File: config.mk
export PLATFORM = sky130hd
export DESIGN_NAME = swFlowMatcher
export DESIGN_NICKNAME = d
export VERILOG_FILES = /design/src/rtl/swfc_pkg.sv /design/src/rtl/swfc_cmp.sv /design/src/rtl/swfc_ctrl.sv /design/src/rtl/swfc_dp.sv /design/src/rtl/swFlowMatcher.sv
export SDC_FILE = /design/constraint.sdc
export NUM_CORES = 1
export LEC_CHECK = 0
export BUFFER_PORTS_ARGS = -buffer_cell sky130_fd_sc_hd__buf_4
export CORE_MARGIN = 2
export CORE_UTILIZATION = 47
export DETAILED_ROUTE_END_ITERATION = 10
export HOLD_SLACK_MARGIN = 0.06
export PLACE_DENSITY_LB_ADDON = 0.2
export SYNTH_ARGS = -nofsm -noshare
export SYNTH_HDL_FRONTEND = slang
export SYNTH_SLANG_ARGS = --single-unit
File: constraint.sdc
create_clock -name clk -period 1.9 [get_ports clk]
set_clock_uncertainty 0.05 [all_clocks]
set_input_delay 0.19 -clock clk [delete_from_list [all_inputs] [get_ports clk]]
set_output_delay 0.19 -clock clk [all_outputs]
set_load 0.1 [all_outputs]
File: src/rtl/swfc_pkg.sv
package swfc_pkg;

  typedef enum logic [1:0] {
    MODE_OFF     = 2'd0,
    MODE_SINGLE  = 2'd1,
    MODE_PAIR    = 2'd2,
    MODE_OFF_ALT = 2'd3
  } fcMode_e;

  // Slots of the reference-character vector fed to the comparators
  localparam int IDX_XOFF1 = 0;
  localparam int IDX_XOFF2 = 1;
  localparam int IDX_XON1  = 2;
  localparam int IDX_XON2  = 3;
  localparam int NUM_REF   = 4;

  // Strobes from the control to the datapath, valid for one cycle
  typedef struct packed {
    logic wrCur;          // write the incoming character
    logic wrHeldThenCur;  // broken pair: write held now, incoming next cycle
    logic captureHeld;    // hold the incoming character as a pair candidate
    logic xoffHit;        // stop sequence completed
    logic xonHit;         // resume sequence completed
    logic flowOff;        // matching disabled this cycle
  } fcStrobe_t;

endpackage

File: src/rtl/swfc_cmp.sv
module swfc_cmp #(
  parameter int CHAR_W  = 8,
  parameter int NUM_REF = 4,
  parameter int LEN_W   = 2
) (
  input  logic [CHAR_W-1:0]              rxData,
  input  logic [NUM_REF-1:0][CHAR_W-1:0] refChars,
  input  logic [LEN_W-1:0]               wordLen,
  output logic [NUM_REF-1:0]             hit
);

  // Shortest compared width: the widest setting equals CHAR_W
  localparam int MIN_BITS = CHAR_W - (1 << LEN_W) + 1;

  logic [CHAR_W-1:0] cmpMask;

  always_comb begin
    for (int i = 0; i < CHAR_W; i++) begin
      cmpMask[i] = (i < (MIN_BITS + int'(wordLen)));
    end
  end

  for (genvar g = 0; g < NUM_REF; g++) begin : gRef
    assign hit[g] = ((rxData ^ refChars[g]) & cmpMask) == '0;
  end

endmodule

File: src/rtl/swfc_ctrl.sv
module swfc_ctrl
  import swfc_pkg::*;
(
  input  logic       clk,
  input  logic       rstN,
  input  logic       rxValid,
  input  logic [1:0] cfgMode,
  input  logic       hitXoff1,
  input  logic       hitXoff2,
  input  logic       hitXon1,
  input  logic       hitXon2,
  output fcStrobe_t  strobe
);

  fcMode_e mode;
  fcMode_e prevMode;
  logic    partXoff, partXon;
  logic    nextXoff, nextXon;
  logic    modeChanged;
  logic    curXoff, curXon;

  assign mode = fcMode_e'(cfgMode);

  always_comb begin
    modeChanged = (mode != prevMode);
    curXoff     = partXoff && !modeChanged;
    curXon      = partXon && !modeChanged;
    strobe      = '0;
    strobe.flowOff = (mode == MODE_OFF) || (mode == MODE_OFF_ALT);
    nextXoff    = curXoff;
    nextXon     = curXon;
    if (rxValid) begin
      case (mode)
        MODE_SINGLE: begin
          if (hitXoff1)     strobe.xoffHit = 1'b1;
          else if (hitXon1) strobe.xonHit  = 1'b1;
          else              strobe.wrCur   = 1'b1;
        end
        MODE_PAIR: begin
          if (curXoff || curXon) begin
            if (curXoff && hitXoff2)     strobe.xoffHit       = 1'b1;
            else if (curXon && hitXon2)  strobe.xonHit        = 1'b1;
            else                         strobe.wrHeldThenCur = 1'b1;
            nextXoff = 1'b0;
            nextXon  = 1'b0;
          end else if (hitXoff1 || hitXon1) begin
            strobe.captureHeld = 1'b1;
            nextXoff = hitXoff1;
            nextXon  = hitXon1;
          end else begin
            strobe.wrCur = 1'b1;
          end
        end
        default: strobe.wrCur = 1'b1;
      endcase
    end
    if (mode != MODE_PAIR) begin
      nextXoff = 1'b0;
      nextXon  = 1'b0;
    end
  end

  always_ff @(posedge clk or negedge rstN) begin
    if (!rstN) begin
      prevMode <= MODE_OFF;
      partXoff <= 1'b0;
      partXon  <= 1'b0;
    end else begin
      prevMode <= mode;
      partXoff <= nextXoff;
      partXon  <= nextXon;
    end
  end

  // A half-seen pair only survives while pair mode was selected
  assert_partial_pair_only_R10: assert property (@(posedge clk) disable iff (!rstN)
    (partXoff || partXon) |-> ($past(cfgMode) == MODE_PAIR));

endmodule

File: src/rtl/swfc_dp.sv
module swfc_dp
  import swfc_pkg::*;
#(
  parameter int CHAR_W = 8
) (
  input  logic              clk,
  input  logic              rstN,
  input  logic              rxValid,
  input  logic [CHAR_W-1:0] rxData,
  input  logic              txBoundary,
  input  logic              cfgIntEn,
  input  fcStrobe_t         strobe,
  output logic              txHold,
  output logic              fifoWrEn,
  output logic [CHAR_W-1:0] fifoWrData,
  output logic              flowFlag,
  output logic              irq
);

  logic [CHAR_W-1:0] heldChar;
  logic [CHAR_W-1:0] spillChar;
  logic              spillValid;
  logic              pausePending;

  // Data path toward the FIFO
  always_ff @(posedge clk or negedge rstN) begin
    if (!rstN) begin
      heldChar   <= '0;
      spillChar  <= '0;
      spillValid <= 1'b0;
      fifoWrEn   <= 1'b0;
      fifoWrData <= '0;
    end else begin
      if (strobe.captureHeld) heldChar <= rxData;
      spillValid <= strobe.wrHeldThenCur;
      if (strobe.wrHeldThenCur) spillChar <= rxData;
      fifoWrEn <= spillValid || strobe.wrCur || strobe.wrHeldThenCur;
      if (spillValid)                fifoWrData <= spillChar;
      else if (strobe.wrHeldThenCur) fifoWrData <= heldChar;
      else if (strobe.wrCur)         fifoWrData <= rxData;
    end
  end

  // Pause state toward the transmitter
  always_ff @(posedge clk or negedge rstN) begin
    if (!rstN) begin
      pausePending <= 1'b0;
      txHold       <= 1'b0;
      flowFlag     <= 1'b0;
    end else if (strobe.flowOff) begin
      pausePending <= 1'b0;
      txHold       <= 1'b0;
    end else if (strobe.xonHit) begin
      pausePending <= 1'b0;
      txHold       <= 1'b0;
      flowFlag     <= 1'b0;
    end else if (strobe.xoffHit) begin
      flowFlag <= 1'b1;
      if (txBoundary || txHold) txHold <= 1'b1;
      else                      pausePending <= 1'b1;
    end else if (pausePending && txBoundary) begin
      txHold       <= 1'b1;
      pausePending <= 1'b0;
    end
  end

  assign irq = flowFlag && cfgIntEn;

  assert_hold_at_boundary_R6: assert property (@(posedge clk) disable iff (!rstN)
    $rose(txHold) |-> $past(txBoundary));

  assert_stop_sets_flag_R3: assert property (@(posedge clk) disable iff (!rstN)
    strobe.xoffHit |=> flowFlag);

  assert_resume_release_R7: assert property (@(posedge clk) disable iff (!rstN)
    strobe.xonHit |=> (!txHold && !flowFlag));

  assert_match_dropped_R4: assert property (@(posedge clk) disable iff (!rstN)
    (strobe.xoffHit || strobe.xonHit) |=> !fifoWrEn);

  assert_broken_pair_two_writes_R5: assert property (@(posedge clk) disable iff (!rstN)
    strobe.wrHeldThenCur |=> (fifoWrEn && spillValid));

  assert_strobe_gap_R5: assert property (@(posedge clk) disable iff (!rstN)
    spillValid |-> !rxValid);

  assert_off_releases_R12: assert property (@(posedge clk) disable iff (!rstN)
    strobe.flowOff |=> !txHold);

endmodule

File: src/rtl/swFlowMatcher.sv
module swFlowMatcher
  import swfc_pkg::*;
#(
  parameter int CHAR_W = 8,
  parameter int LEN_W  = 2
) (
  input  logic              clk,
  input  logic              rstN,
  input  logic              rxValid,
  input  logic [CHAR_W-1:0] rxData,
  input  logic [1:0]        cfgMode,
  input  logic [LEN_W-1:0]  cfgWordLen,
  input  logic [CHAR_W-1:0] cfgXon1,
  input  logic [CHAR_W-1:0] cfgXon2,
  input  logic [CHAR_W-1:0] cfgXoff1,
  input  logic [CHAR_W-1:0] cfgXoff2,
  input  logic              cfgIntEn,
  input  logic              txBoundary,
  output logic              txHold,
  output logic              fifoWrEn,
  output logic [CHAR_W-1:0] fifoWrData,
  output logic              flowFlag,
  output logic              irq
);

  logic [NUM_REF-1:0][CHAR_W-1:0] refChars;
  logic [NUM_REF-1:0]             hit;
  fcStrobe_t                      strobe;

  always_comb begin
    refChars            = '0;
    refChars[IDX_XOFF1] = cfgXoff1;
    refChars[IDX_XOFF2] = cfgXoff2;
    refChars[IDX_XON1]  = cfgXon1;
    refChars[IDX_XON2]  = cfgXon2;
  end

  swfc_cmp #(.CHAR_W(CHAR_W), .NUM_REF(NUM_REF), .LEN_W(LEN_W)) uCmp (
    .rxData   (rxData),
    .refChars (refChars),
    .wordLen  (cfgWordLen),
    .hit      (hit)
  );

  swfc_ctrl uCtrl (
    .clk      (clk),
    .rstN     (rstN),
    .rxValid  (rxValid),
    .cfgMode  (cfgMode),
    .hitXoff1 (hit[IDX_XOFF1]),
    .hitXoff2 (hit[IDX_XOFF2]),
    .hitXon1  (hit[IDX_XON1]),
    .hitXon2  (hit[IDX_XON2]),
    .strobe   (strobe)
  );

  swfc_dp #(.CHAR_W(CHAR_W)) uDp (
    .clk        (clk),
    .rstN       (rstN),
    .rxValid    (rxValid),
    .rxData     (rxData),
    .txBoundary (txBoundary),
    .cfgIntEn   (cfgIntEn),
    .strobe     (strobe),
    .txHold     (txHold),
    .fifoWrEn   (fifoWrEn),
    .fifoWrData (fifoWrData),
    .flowFlag   (flowFlag),
    .irq        (irq)
  );

endmodule

* Yosys cells after proc, flatten, opt, wreduce, memory -nomap -nowiden
Index checks and enable logic that the tools add are counted.
** Operators by class
- $add $sub $neg :: 1
- Magnitude comparators :: 8
- Equality and inequality tests :: 7
- Multiplexer cells :: 45
- Bitwise logic cells :: 9
- Reduce and logical (&&, ||, !) cells :: 24
** Operators with widths (count)
- less-than comparator 4 x 32 -> 1 bit, first input constant :: 4
- less-than comparator 3 x 32 -> 1 bit, first input constant :: 2
- two-way mux 1 bit :: 37
- AND 8 bit :: 4
- zero test 8 bit :: 4
- less-than comparator 2 x 32 -> 1 bit, first input constant :: 1
- XOR 8 bit :: 4
- two-way mux 8 bit :: 3
- logical AND 1 bit :: 6
- logical OR 1 bit :: 6
- AND reduction 2 bit :: 3
- two-way mux 5 bit :: 1
- adder 3 x 2 -> 4 bit, first input constant :: 1
- equality test 2 bit, second input constant :: 2
- less-than comparator 1 x 4 -> 1 bit, first input constant :: 1
- two-way mux 2 bit :: 2
- != test 4 x 3 -> 1 bit, second input constant :: 1
- != test 4 bit, second input constant :: 1
- case mux 2 bit (2 select lines) :: 1
- nonzero test 4 bit :: 1
- nonzero test 3 bit :: 1
- equality test 2 x 1 -> 1 bit, second input constant :: 1
- zero test 2 bit :: 1
- != test 2 bit :: 1
- 5 further kinds :: 5
** Word-level totals
- Register bits :: 33
- Output and inout bits :: 12
- Logic and storage cells :: 105

* Longest topological paths before layout
Gate-level depths: netlist of the first run.
- Depth after elaboration :: 13
- Depth in mapped cells :: 8

* By module
Synthesis of the first run repeated with hierarchy kept, for this count alone.
** Second synthesis, totals
- Cell total of the unflattened synthesis :: 194
- Area, all modules :: 2060.7 sq um
** Modules (own cells, without submodules)
- swfc_dp :: times used 1, cells an instance 98, area each 1260.0 sq um, sequential area each 725.7 sq um
- swfc_cmp :: times used 1, cells an instance 58, area each 473.0 sq um, sequential area each 0.0 sq um
- swfc_ctrl :: times used 1, cells an instance 38, area each 327.8 sq um, sequential area each 100.1 sq um

* Worst setup path before layout of the first run
Ideal clock, no wire load.
- Path kind :: input port to flip-flop
- Start :: input port rxData[7]
- End :: register uDp.spillChar[6]
- Data arrival time :: 1.851 ns
- Setup slack :: -0.129 ns
- Stages :: 7
- Cell sequence :: buf_4 -> xnor2_1 -> o211ai_1 -> o41ai_2 -> nor4b_4 -> buf_2 -> mux2_1
** RTL lines
- start, declared :: line swFlowMatcher.sv:10 : input logic [CHAR_W-1:0] rxData,
- end signal, assigned :: line swfc_dp.sv:36 : if (strobe.wrHeldThenCur) spillChar <= rxData;
- end, declared :: line swfc_dp.sv:21 : logic [CHAR_W-1:0] spillChar;

* Final worst setup path of the first run
- Start :: register uCtrl.prevMode[1]
- End :: register uDp.fifoWrData[4]
** Between the ends
- Cells in the longest elaborated chain, start to end :: 11
- Elaborated cells on any way between the ends :: 17
** RTL lines
- start, declared :: line swfc_ctrl.sv:16 : fcMode_e prevMode;
- start signal, assigned :: line swfc_ctrl.sv:69 : prevMode <= mode;
- != test 2 bit (*) :: line swfc_ctrl.sv:25 : modeChanged = (mode != prevMode);
- zero test 1 bit (*) :: line swfc_ctrl.sv:26, swfc_ctrl.sv:27
- logical AND 1 bit :: line swfc_ctrl.sv:27 : curXon = partXon && !modeChanged;
- logical AND 1 bit :: line swfc_ctrl.sv:42 : else if (curXon && hitXon2) strobe.xonHit = 1'b1;
- two-way mux 1 bit :: line swfc_ctrl.sv:42
- two-way mux 1 bit :: line swfc_ctrl.sv:41 : if (curXoff && hitXoff2) strobe.xoffHit = 1'b1;
- two-way mux 1 bit :: line swfc_ctrl.sv:40 : if (curXoff || curXon) begin
- two-way mux 2 bit :: line swfc_ctrl.sv:33 : case (mode)
- two-way mux 5 bit (*) :: line swfc_ctrl.sv:32 : if (rxValid) begin
- two-way mux 8 bit :: line swfc_dp.sv:39 : else if (strobe.wrHeldThenCur) fifoWrData <= heldChar;
- two-way mux 8 bit :: line swfc_dp.sv:38 : if (spillValid) fifoWrData <= spillChar;
- end signal, assigned :: line swfc_dp.sv:38
- end signal, assigned :: line swfc_dp.sv:39
- end signal, assigned :: line swfc_dp.sv:40 : else if (strobe.wrCur) fifoWrData <= rxData;
- end, declared :: line swfc_dp.sv:15 : output logic [CHAR_W-1:0] fifoWrData,
Mark *: on every way between the ends. The rest lies on a longest branch, timed or not.
A chain may end at the register's enable or synchronous reset.

==> results.md, run 1 <==
| Item | Reported | Unit |
|:---|:---|:---|
| Largest buffer count on any clock path | 2 | - |
| Height of the die | 70.42 | um |
| Top post-synthesis cells by count | 33 x sky130_fd_sc_hd__dfrtp_1, 28 x sky130_fd_sc_hd__xnor2_1, 18 x sky130_fd_sc_hd__nand2_1 | - |
| Leading register cell type out of synthesis | sky130_fd_sc_hd__dfrtp_1 | - |
| Number of fill cells | 317 | - |
| Required time of the worst setup path | 2050 | ps |
| Diodes inserted | 0 | - |
| Post-detailed-placement half-perimeter wirelength | 4219 | um |
| Area growth from synthesis to final layout | 47.74 | % |
| Worst path bufs/invs | 1 | - |
| Post-route clock period utilization | 108.8 | % |
| Worst slew slack as a fraction of its limit | 65.15 | % |
| Max Cap Viol | 0 | - |
| Path type of the worst min-delay path | input pin to register | - |
| Unique masters post-synth | 36 | - |
| Minimum clock period after layout | 2066 | ps |
| Type of the setup path with the least slack | register to register | - |
| Clock latency on the worst-skew pair | 280 | ps |
| First-pass GRT wire length | 9039 | um |
| Most repeated cell in the gate-level netlist after synthesis | sky130_fd_sc_hd__dfrtp_1 | - |
| Avg Cell Area, Syn | 10.80 | um^2 |
| Maximum clock frequency | 483.9 | MHz |
| Number of synthesized flops with an enable pin | 0 | - |
| Buffer type at the clock tree root | sky130_fd_sc_hd__clkbuf_8 | - |
| Count of endpoints failing hold in the final timing report | 0 | - |
| Synthesized flop and latch total | 33 | - |
| Number of DRC violations after detailed-routing iteration 0 | 76 | - |
| Crit path max fanout | 7 | - |
| Depth of the CTS H-tree | 2 | - |
| Clock-pin slew of the registers on the worst-case setup and hold paths | 70 | ps |
| Starting utilization of the core area | 48.28 | % |
| Leading area contributor after synthesis | sky130_fd_sc_hd__dfrtp_1 | - |
| Leakage power | 1.414 | nW |
| Global placement routability congestion | 0.9077 | - |
| Run status | finished, violations left | - |
| Die ar. | 4958 | um^2 |
| Peak supply drop | 0.0006347 | V |
| Nets in the synthesized netlist | 243 | - |
| Mean routed wirelength per cell | 16.37 | um |
| Min setup slack post-route | -166.5 | ps |
| Synth Cell Area | 2073 | um^2 |
| Number of buffers created by CTS | 5 | - |
| TritonCTS clock tree | built | - |
| Delay contributed by the slowest stage of the critical path | 440 | ps |
| Quantity of I/O buffers inserted on ports | 60 | - |
| Max-slew violations | 0 | - |
| Remaining design rule violation count | 0 | - |
| Kind of cell adding the most delay to the critical path | simple AND/OR/NAND/NOR gates | - |
| Number of iterations in the first detailed-routing pass | 4 | - |
| Overall routed net length | 5583 | um |
| Worst path slowest cell | sky130_fd_sc_hd__or4_4 | - |
| Unrepaired setup endpoints after global routing | yes | - |
| Dominant cells by area after synthesis | sky130_fd_sc_hd__dfrtp_1 40%, sky130_fd_sc_hd__xnor2_1 12%, sky130_fd_sc_hd__mux2_2 8.1% | - |
| Std-Cell Rows | 24 | - |
| Floorplan core area | 4294 | um^2 |
| Power consumption | 2.098 | mW |
| Number of nets with antenna violations after detailed routing | 0 | - |
| Minimum setup slack among reg-to-reg paths | -170 | ps |
| Die X-Extent | 70.42 | um |
| Setup-failing EPs final | 20 | - |
| Via count of the first global-routing pass | 1876 | - |
| Num ports | 61 | - |
| Share of synthesized registers carrying an async set or reset | 100.0 | % |
| Crit path launch type | register | - |
| Number of standard cells after synthesis | 192 | - |
| Failing checks | negative setup slack | - |
| Summed negative setup slack over all endpoints | -2440 | ps |
| Warnings, synthesis | 0 | - |
| Detailed-route vias per instance | 5.343 | - |
| Worst hold margin | 67.70 | ps |
| Total via count after detailed routing | 1822 | - |
| Signal arrival time at the worst endpoint | 2220 | ps |
| Worst-Margin Slew | 520.4 | ps |
| Ordered cell list for the critical path | xnor2_2, nand3_2, or4_4, nor4b_4, or2_1, buf_6, o221ai_2 | - |
| Sort of element at the end of the critical path | register | - |
| Remaining global-route overflow | 0 | - |
| Power per cell area | 685.0 | nW/um^2 |
| Total global routing track utilization | 23.31 | % |
| Final #Nets | 339 | - |
| # clock sinks | 33 | - |
| Fraction of the yosys area taken by sequential cells | 39.83 | % |
| Share of post-route cells with drive strength above 1 | 50.87 | % |
| Initial antenna violation count | 0 | - |
| Share of the synthesized area in the top cell type | 39.83 | % |
| Pin count of the biggest net entering global routing | 34 | - |
## where the power goes
| part | total, mW | switching, mW | internal [mW] |
|---|---|---|---|
| clock | 0.515 | 0.263 | 0.253 |
| sequential | 0.804 | 0.0389 | 0.765 |
| combinational | 0.779 | 0.475 | 0.304 |
| total | 2.10 | 0.776 | 1.32 |
## worst paths after layout
| path | start | end | cells after the start |
|---|---|---|---|
| setup / recovery | uCtrl.prevMode[1] | uDp.fifoWrData[4] | 7 |
| hold / removal | txBoundary | uDp.pausePending | 2 |
| setup reg to reg | uCtrl.prevMode[1] | uDp.fifoWrData[4] | 7 |
| hold reg to reg | uDp.spillChar[0] | uDp.fifoWrData[0] | 2 |
| max in group asynchronous | rstN | uDp.heldChar[0] | 2 |
| min in group asynchronous | rstN | uCtrl.partXoff | 2 |
## through the flow
stage          instances  worst slack (ps)  cell area [um^2]  utilization (%)
2_1_floorplan        192            -116.1              2096                -
3_3_place_gp         325            -198.5              2806            65.36
3_5_place_dp         325            -240.4              2806            65.36
4_1_cts              338            -177.6              3000            69.87
5_1_grt              341            -255.5              3063            71.33
6_report             341            -166.5              3063            71.33
## kinds of logic (layout without fill, tap and decap cells)
family | after synthesis | after routing | share of synthesized area (%)
buf+inv | 21 | 118 | 5.371
flops | 33 | 33 | 39.83
fa+ha+maj | 2 | 2 | 1.207
xor+xnor | 34 | 34 | 14.36
mux | 24 | 24 | 12.55
simple gates | 43 | 43 | 10.56
compound gates | 35 | 35 | 16.11
## repair_timing
action | 4_1_cts | 5_1_grt
cloned | 0 | 0
pin swaps | 9 | 5
endpoints found under the setup margin | 19 | 28
buffers inserted | 3 | 4
resized for setup | 14 | 11
hold buffers | 2 | 0
hold endpoints to repair | 34 | 0
## layer usage
layer | track usage, % | vias to the layer above | wire length [um]
li1 | - | 879 | -
met1 | 30.78 | 881 | 2520
met2 | 38.26 | 55 | 2662
met3 | 5.195 | 7 | 317
met4 | 6.838 | 0 | 82
met5 | 0 | - | 0
## sequential cells by signal, summed over array words and instances, names as in the netlist
| signal | cells |
|---|---|
| uDp.pausePending | 1 |
| uCtrl.partXon | 1 |
| uDp.spillValid | 1 |
| uCtrl.partXoff | 1 |
| uDp.heldChar | 8 |
| uDp.fifoWrEn | 1 |
| uDp.txHold | 1 |
| uDp.spillChar | 8 |
| uDp.flowFlag | 1 |
| uDp.fifoWrData | 8 |
| uCtrl.prevMode | 2 |
## area by class of cell
class                      instances  area, um^2  area share (%)
timing repair buffer             103       798.3           26.06
clock buffer                       5       68.82           2.247
inverter                           7       26.28          0.8578
clock inverter                     3       17.52          0.5719
multi-input combinational        138        1261           41.18
tap                               52       65.06           2.124
sequential                        33       825.8           26.96
## cell usage in the layout, fill, tap and decap left out, types with 3 or more instances in the layout
master                      n
sky130_fd_sc_hd__buf_4     98
sky130_fd_sc_hd__dfrtp_1   33
sky130_fd_sc_hd__xnor2_1   26
sky130_fd_sc_hd__nand2_1   17
sky130_fd_sc_hd__mux2_4    16
sky130_fd_sc_hd__o221ai_2   8
sky130_fd_sc_hd__inv_1      7
sky130_fd_sc_hd__nand3_1    7
sky130_fd_sc_hd__mux2i_1    7
sky130_fd_sc_hd__o211ai_1   6
sky130_fd_sc_hd__xor2_1     6
sky130_fd_sc_hd__o22ai_1    5
sky130_fd_sc_hd__clkbuf_8   5
sky130_fd_sc_hd__nor2_1     4
sky130_fd_sc_hd__a21oi_1    4
sky130_fd_sc_hd__nor3_1     3
sky130_fd_sc_hd__and2_1     3
(Power assumes the default switching activity.)
==> run 2: changes to the inputs <==
- SYNTH_HIERARCHICAL: default -> 1
==> run 2 against run 1 <==
The run now ends clean. Setup slack improved by 200 ps. Global-route usage decreased by 3.0 points. Register-to-register slack better by 240 ps. First-iteration DRC count shrank 14%. Via count is 2.3% lower. Synthesized cell count rose by 1.0%. Critical endpoint is now uDp/fifoWrData[0].
==> results.md, run 2 <==
| Item | Reported | Unit |
|:---|:---|:---|
| Unique masters post-synth | 38 | - |
| Clock latency on the worst-skew pair | 280 | ps |
| Crit path launch type | input pin | - |
| Worst slew slack as a fraction of its limit | 72.32 | % |
| Top library cells by usage in the layout, fill and taps aside | 81 x sky130_fd_sc_hd__buf_4, 33 x sky130_fd_sc_hd__dfrtp_1, 16 x sky130_fd_sc_hd__xnor2_1 | - |
| Std-Cell Rows | 24 | - |
| Max Cap Viol | 0 | - |
| Synthesized flop and latch total | 33 | - |
| Detailed-route vias per instance | 5.313 | - |
| Synth Cell Area | 2061 | um^2 |
| Number of buffers created by CTS | 5 | - |
| DP Worst Slack | -267.2 | ps |
| Power consumption | 2.276 | mW |
| Remaining design rule violation count | 0 | - |
| Largest buffer count on any clock path | 2 | - |
| Clock-pin slew of the registers on the worst-case setup and hold paths | 60 | ps |
| Most repeated cell in the gate-level netlist after synthesis | sky130_fd_sc_hd__dfrtp_1 | - |
| Post-detailed-placement half-perimeter wirelength | 3747 | um |
| Initial antenna violation count | 0 | - |
| Die ar. | 4930 | um^2 |
| Type of the setup path with the least slack | input pin to register | - |
| Pin count of the biggest net entering global routing | 34 | - |
| Placed standard-cell area | 2720 | um^2 |
| Top post-synthesis cells by count | 33 x sky130_fd_sc_hd__dfrtp_1, 31 x sky130_fd_sc_hd__xnor2_1, 11 x sky130_fd_sc_hd__a211oi_1 | - |
| Most used cell, CP | sky130_fd_sc_hd__buf_4 | - |
| Worst-Margin Slew | 415.2 | ps |
| Path type of the worst min-delay path | input pin to register | - |
| Sort of element at the end of the critical path | register | - |
| Number of DRC violations after detailed-routing iteration 0 | 65 | - |
| Power per cell area | 711.9 | nW/um^2 |
| Final #Nets | 333 | - |
| Nets in the synthesized netlist | 245 | - |
| Cell area after layout | 3197 | um^2 |
| Signal arrival time at the worst endpoint | 1980 | ps |
| TritonCTS clock tree | built | - |
| Buffer type at the clock tree root | sky130_fd_sc_hd__clkbuf_8 | - |
| Warnings, synthesis | 6 | - |
| Total via count after detailed routing | 1780 | - |
| Leading area contributor after synthesis | sky130_fd_sc_hd__dfrtp_1 | - |
| Peak supply drop | 0.0006385 | V |
| Run status | finished, final reports clean | - |
| FF/Latch Area | 825.8 | um^2 |
| Count of endpoints failing hold in the final timing report | 0 | - |
| Quantity of I/O buffers inserted on ports | 60 | - |
| Floorplan core area | 4294 | um^2 |
| Share of post-route cells with drive strength above 1 | 50.18 | % |
| Fraction of the yosys area taken by sequential cells | 40.07 | % |
| Top flop regs | uDp/fifoWrData x8, uDp/heldChar x8, uDp/spillChar x8 | - |
| Worst path slowest cell | sky130_fd_sc_hd__o41ai_4 | - |
| Min setup slack post-route | 30.26 | ps |
| Total global routing track utilization | 20.30 | % |
| Setup-failing EPs final | 0 | - |
| Share of the synthesized area in the top cell type | 40.07 | % |
| Height of the die | 70.22 | um |
| Delay contributed by the slowest stage of the critical path | 470 | ps |
| Crit path max fanout | 4 | - |
| Starting utilization of the core area | 47.99 | % |
| Unrepaired setup endpoints after global routing | yes | - |
| Num ports | 61 | - |
| Post-layout util | 74.45 | % |
| Via count of the first global-routing pass | 1660 | - |
| Required time of the worst setup path | 2010 | ps |
| Number of nets with antenna violations after detailed routing | 0 | - |
| Diodes inserted | 0 | - |
| Most common cell after layout, fill and taps aside | sky130_fd_sc_hd__buf_4 | - |
| Number of standard cells after synthesis | 194 | - |
| Max-slew violations | 0 | - |
| Mean routed wirelength per cell | 15.70 | um |
| Number of iterations in the first detailed-routing pass | 4 | - |
| Avg Cell Area, Syn | 10.62 | um^2 |
| First-pass GRT wire length | 7810 | um |
| Post-route clock period utilization | 98.41 | % |
| Ordered cell list for the critical path | buf_4, xnor2_4, o211ai_1, a211oi_4, buf_4, o41ai_4, clkbuf_16, mux2i_2, a211oi_2 | - |
| Leakage power | 1.489 | nW |
| Maximum clock frequency | 534.8 | MHz |
| # clock sinks | 33 | - |
| Area growth from synthesis to final layout | 55.13 | % |
| Multi-input logic area | 1348 | um^2 |
| Number of synthesized flops with an enable pin | 0 | - |
| Number of fill cells | 296 | - |
| Depth of the CTS H-tree | 2 | - |
| Minimum clock period after layout | 1870 | ps |
| Share of synthesized registers carrying an async set or reset | 100.0 | % |
| Worst hold margin | 142.8 | ps |
| Dominant cells by area after synthesis | sky130_fd_sc_hd__dfrtp_1 40%, sky130_fd_sc_hd__xnor2_1 13%, sky130_fd_sc_hd__mux2_1 5.5% | - |
| Remaining global-route overflow | 0 | - |
| Leading register cell type out of synthesis | sky130_fd_sc_hd__dfrtp_1 | - |
| Global placement routability congestion | 1.002 | - |
| Die X-Extent | 70.22 | um |
| Overall routed net length | 5260 | um |
run 2: routing by layer:
| metal | GRT usage [%] | part of all wire, % | vias up |
|---|---|---|---|
| li1 | - | - | 856 |
| met1 | 28.13 | 45 | 854 |
| met2 | 31.75 | 49 | 62 |
| met3 | 4.040 | 4.5 | 8 |
| met4 | 7.265 | 1.2 | 0 |
| met5 | 0 | 0 | - |
run 2: worst max-delay path: cells and delay by family:
family	cells	cell delay [ps]
AOI/OAI and AO/OA	4	930
xor gates and xnor gates	1	140
buffers and inverters	3	520
muxes	1	210
run 2: worst paths after layout:
kind | to | start | cells past startpoint | slack [ps]
max | uDp/fifoWrData[0] | cfgXoff1[5] | 9 | 30
min | uCtrl/partXon | rxValid | 2 | 140
max reg2reg | uDp/fifoWrData[0] | uCtrl/prevMode[0] | 7 | 70
min reg2reg | uDp/spillChar[1] | uDp/spillChar[1] | 1 | 440
max in group asynchronous | uDp/heldChar[3] | rstN | 2 | 1170
min in group asynchronous | uDp/flowFlag | rstN | 2 | 340
run 2: logic make-up (layout without fill, tap and decap cells):
| group | count (synthesis) | after routing | share of synthesized area, % |
|---|---|---|---|
| DFF | 33 | 33 | 40.07 |
| adders and majority gates | 2 | 2 | 1.214 |
| buffers and inverters | 22 | 111 | 6.861 |
| muxes | 22 | 22 | 11.54 |
| and+or+nand+nor | 49 | 49 | 13.54 |
| xor gates and xnor gates | 34 | 34 | 15.54 |
| AOI/OAI and AO/OA | 32 | 32 | 11.23 |
run 2: final cells by class:
| type | count | area share (%) |
|---|---|---|
| Tap cell | 52 | 2.035 |
| Timing Repair Buffer | 96 | 25.52 |
| Clock inverter | 1 | 0.9393 |
| Multi-Input combinational cell | 139 | 42.15 |
| Clock buffer | 7 | 2.701 |
| Inverter | 7 | 0.8219 |
| Sequential cell | 33 | 25.83 |
run 2: power breakdown:
part | leakage, nW | switching, mW | internal, mW
sequential | 0.423 | 0.0347 | 0.765
combinational | 1.01 | 0.479 | 0.331
clock | 0.0585 | 0.239 | 0.427
total | 1.49 | 0.753 | 1.52
run 2: through the flow:
step	std cells	TNS [ps]
2_1_floorplan	194	-594.4
3_3_place_gp	320	-2835
3_5_place_dp	320	-3846
4_1_cts	331	0
5_1_grt	335	-111.5
6_report	335	0
run 2: repair_timing:
item | CTS | global route
setup endpoints to repair | 0 | 13
endpoints found under the hold margin | 35 | 0
gates resized for setup | 0 | 49
hold buffers | 3 | 0
setup buffers | 0 | 4
==> run 3: changes to the inputs <==
--- a/config.mk
+++ b/config.mk
@@ -9,3 +9,3 @@
 export CORE_MARGIN = 2
-export CORE_UTILIZATION = 47
+export CORE_UTILIZATION = 35
 export DETAILED_ROUTE_END_ITERATION = 10
==> constraint.sdc (replaced) <==
create_clock -name clk -period 1.9 [get_ports clk]
set_clock_uncertainty 0.05 [all_clocks]
set_input_delay 0.57 -clock clk [delete_from_list [all_inputs] [get_ports clk]]
set_output_delay 0.57 -clock clk [all_outputs]
set_load 0.1 [all_outputs]
==> run 3 against run 2 <==
Critical path depth increased by 1. The flow now finishes with violations (negative setup slack). Largest power group unchanged. Critical endpoint is now uDp/pausePending. Largest cell class unchanged. Non-clock buffer count increased by 10. Cell area increased by 14%. First-iteration DRC count decreased by 32%.
==> results.md, run 3 (synthesis gave the netlist of run 2 again) <==
| Item | Reported | Unit |
|:---|:---|:---|
| Detailed-route vias per instance | 5.036 | - |
| Hold buffers post-CTS | 0 | - |
| Die ar. | 6517 | um^2 |
| Power consumption | 2.194 | mW |
| Clock-pin slew of the registers on the worst-case setup and hold paths | 80 | ps |
| First-pass GRT wire length | 9570 | um |
| Part of the power in the clock network | 23.8 | % |
| Switching power total | 0.8032 | mW |
| Remaining design rule violation count | 0 | - |
| Ordered cell list for the critical path | buf_4, xnor2_2, nand3_1, a211oi_2, nand2_1, buf_4, o21ai_2, and3b_2, or3b_1, a311oi_1 | - |
| Kind of cell adding the most delay to the critical path | simple AND/OR/NAND/NOR gates | - |
| Global placement routability congestion | 0.7524 | - |
| Total global routing track utilization | 19.32 | % |
| Sw Share | 36.60 | % |
| Worst-Margin Slew | 781.7 | ps |
| Std-Cell Rows | 27 | - |
| Height of the die | 80.73 | um |
| Clock latency on the worst-skew pair | 290 | ps |
| Number of DRC violations after detailed-routing iteration 0 | 44 | - |
| Share of post-route cells with drive strength above 1 | 69.28 | % |
| Delay contributed by the slowest stage of the critical path | 360 | ps |
| Starting utilization of the core area | 36.75 | % |
| Overall routed net length | 6005 | um |
| Quantity of I/O buffers inserted on ports | 60 | - |
| Internal cell power | 1.391 | mW |
| Most common cell after layout, fill and taps aside | sky130_fd_sc_hd__buf_4 | - |
| Floorplan core area | 5608 | um^2 |
| Via count of the first global-routing pass | 1963 | - |
| Crit path launch type | input pin | - |
| Pin count of the biggest net entering global routing | 34 | - |
| Peak supply drop | 0.0005015 | V |
| Combinational Power Share | 39.5 | % |
| Unrepaired setup endpoints after global routing | yes | - |
| Signal arrival time at the worst endpoint | 2280 | ps |
| Count of endpoints failing hold in the final timing report | 0 | - |
| Area growth from synthesis to final layout | 76.44 | % |
| Final #Nets | 343 | - |
| Worst slew slack as a fraction of its limit | 47.89 | % |
| Failing checks | negative setup slack | - |
| Top library cells by usage in the layout, fill and taps aside | 66 x sky130_fd_sc_hd__buf_4, 32 x sky130_fd_sc_hd__dfrtp_1, 28 x sky130_fd_sc_hd__buf_6, 28 x sky130_fd_sc_hd__xnor2_2, 14 x sky130_fd_sc_hd__mux2_4 | - |
| Mean routed wirelength per cell | 16.45 | um |
| Largest buffer count on any clock path | 2 | - |
| Type of the setup path with the least slack | input pin to register | - |
| Die X-Extent | 80.73 | um |
| Summed negative setup slack over all endpoints | -3872 | ps |
| Initial antenna violation count | 0 | - |
| Worst hold margin | 154.5 | ps |
| Min setup slack post-route | -229.0 | ps |
| Minimum clock period after layout | 2129 | ps |
| Post-layout util | 64.84 | % |
| Buffer type at the clock tree root | sky130_fd_sc_hd__clkbuf_8 | - |
| Remaining global-route overflow | 0 | - |
| Sequential share of power | 36.7 | % |
| Number of iterations in the first detailed-routing pass | 4 | - |
| DP Worst Slack | -621.0 | ps |
| Number of nets with antenna violations after detailed routing | 0 | - |
| Finished Layout Cells | 365 | - |
| Power per cell area | 603.5 | nW/um^2 |
| Worst path slowest cell | sky130_fd_sc_hd__or3b_1 | - |
| Diodes inserted | 0 | - |
| Setup-failing EPs final | 29 | - |
| Leakage power | 1.685 | nW |
| Required time of the worst setup path | 2050 | ps |
| Maximum clock frequency | 469.7 | MHz |
| Sort of element at the end of the critical path | register | - |
| Num ports | 61 | - |
| Max Cap Viol | 0 | - |
| Post-detailed-placement half-perimeter wirelength | 3929 | um |
| Crit path max fanout | 2 | - |
| Total via count after detailed routing | 1838 | - |
| # clock sinks | 33 | - |
| Placed standard-cell area | 2826 | um^2 |
| Top flop regs | uDp/fifoWrData x8, uDp/heldChar x8, uDp/spillChar x8 | - |
| Placed Cells | 343 | - |
| Cell area after layout | 3636 | um^2 |
| Most used cell, CP | sky130_fd_sc_hd__buf_4 | - |
| Run status | finished, violations left | - |
| Max-slew violations | 0 | - |
| Depth of the CTS H-tree | 2 | - |
| Path type of the worst min-delay path | input pin to async pin | - |
| Post-route clock period utilization | 112.1 | % |
| Number of buffers created by CTS | 5 | - |
| Worst path bufs/invs | 2 | - |
| TritonCTS clock tree | built | - |
run 3: changes by cell type in the layout (fill, tap and decap cells not counted), sizes merged:
cell	delta
buf	+13
clkinv	+2
bufinv	-1
clkinvlp	+1
dlygate4sd3	-3
clkbuf	-2
run 3: layout make-up:
| class | count | area, um^2 |
|---|---|---|
| repair buffers | 106 | 1031 |
| fillers | 426 | 1972 |
| inverters | 7 | 26.28 |
| clock buffers | 5 | 68.82 |
| flip-flops and latches | 33 | 827.0 |
| well taps | 72 | 90.09 |
| clock inverters | 3 | 17.52 |
| multi-input cells | 139 | 1575 |
run 3: final timing paths:
path | cells after the start | end | slack [ps] | startpoint
setup / recovery | 10 | uDp/pausePending | -230 | cfgXoff2[0]
hold / removal | 1 | uDp/heldChar[0] | 150 | rstN
setup reg to reg | 7 | uDp/fifoWrData[5] | 90 | uCtrl/prevMode[0]
hold reg to reg | 2 | uDp/spillChar[5] | 460 | uDp/spillChar[5]
max in group asynchronous | 1 | uDp/flowFlag | 1310 | rstN
min in group clk | 1 | uCtrl/prevMode[1] | 380 | cfgMode[1]
run 3: metal layers:
metal	vias to the layer above	share of wire [%]	GRT usage, %
met3	10	4.6	3.889
met4	0	1.7	5.932
li1	872	-	-
met5	-	0	0
met1	913	42	24.64
met2	43	52	33.17
run 3: repair_timing:
| item | 4_1_cts | 5_1_grt |
|---|---|---|
| buffers inserted | 7 | 8 |
| endpoints found under the hold margin | 0 | 0 |
| endpoints found under the setup margin | 26 | 29 |
| pin swaps | 27 | 18 |
| gates resized for setup | 95 | 32 |
| cloned | 1 | 0 |
run 3: power by group through the flow:
stage                     combinational, mW  clock (mW)  sequential [mW]
after floorplan                       0.236           0             1.06
after global placement                0.726           0            0.814
after detailed placement              0.729           0            0.812
after CTS                             0.828       0.541            0.805
after global routing                  0.905       0.571            0.814
final                                 0.866       0.522            0.806
run 3: worst reg2reg max path, cell delays in order, from the launching register on:
cell                       delay [ps]
sky130_fd_sc_hd__dfrtp_1          400
sky130_fd_sc_hd__xnor2_2          160
sky130_fd_sc_hd__nand2_2          120
sky130_fd_sc_hd__nor4_4           370
sky130_fd_sc_hd__buf_12           160
sky130_fd_sc_hd__nor2_2            50
sky130_fd_sc_hd__buf_6            180
sky130_fd_sc_hd__a221oi_2         230
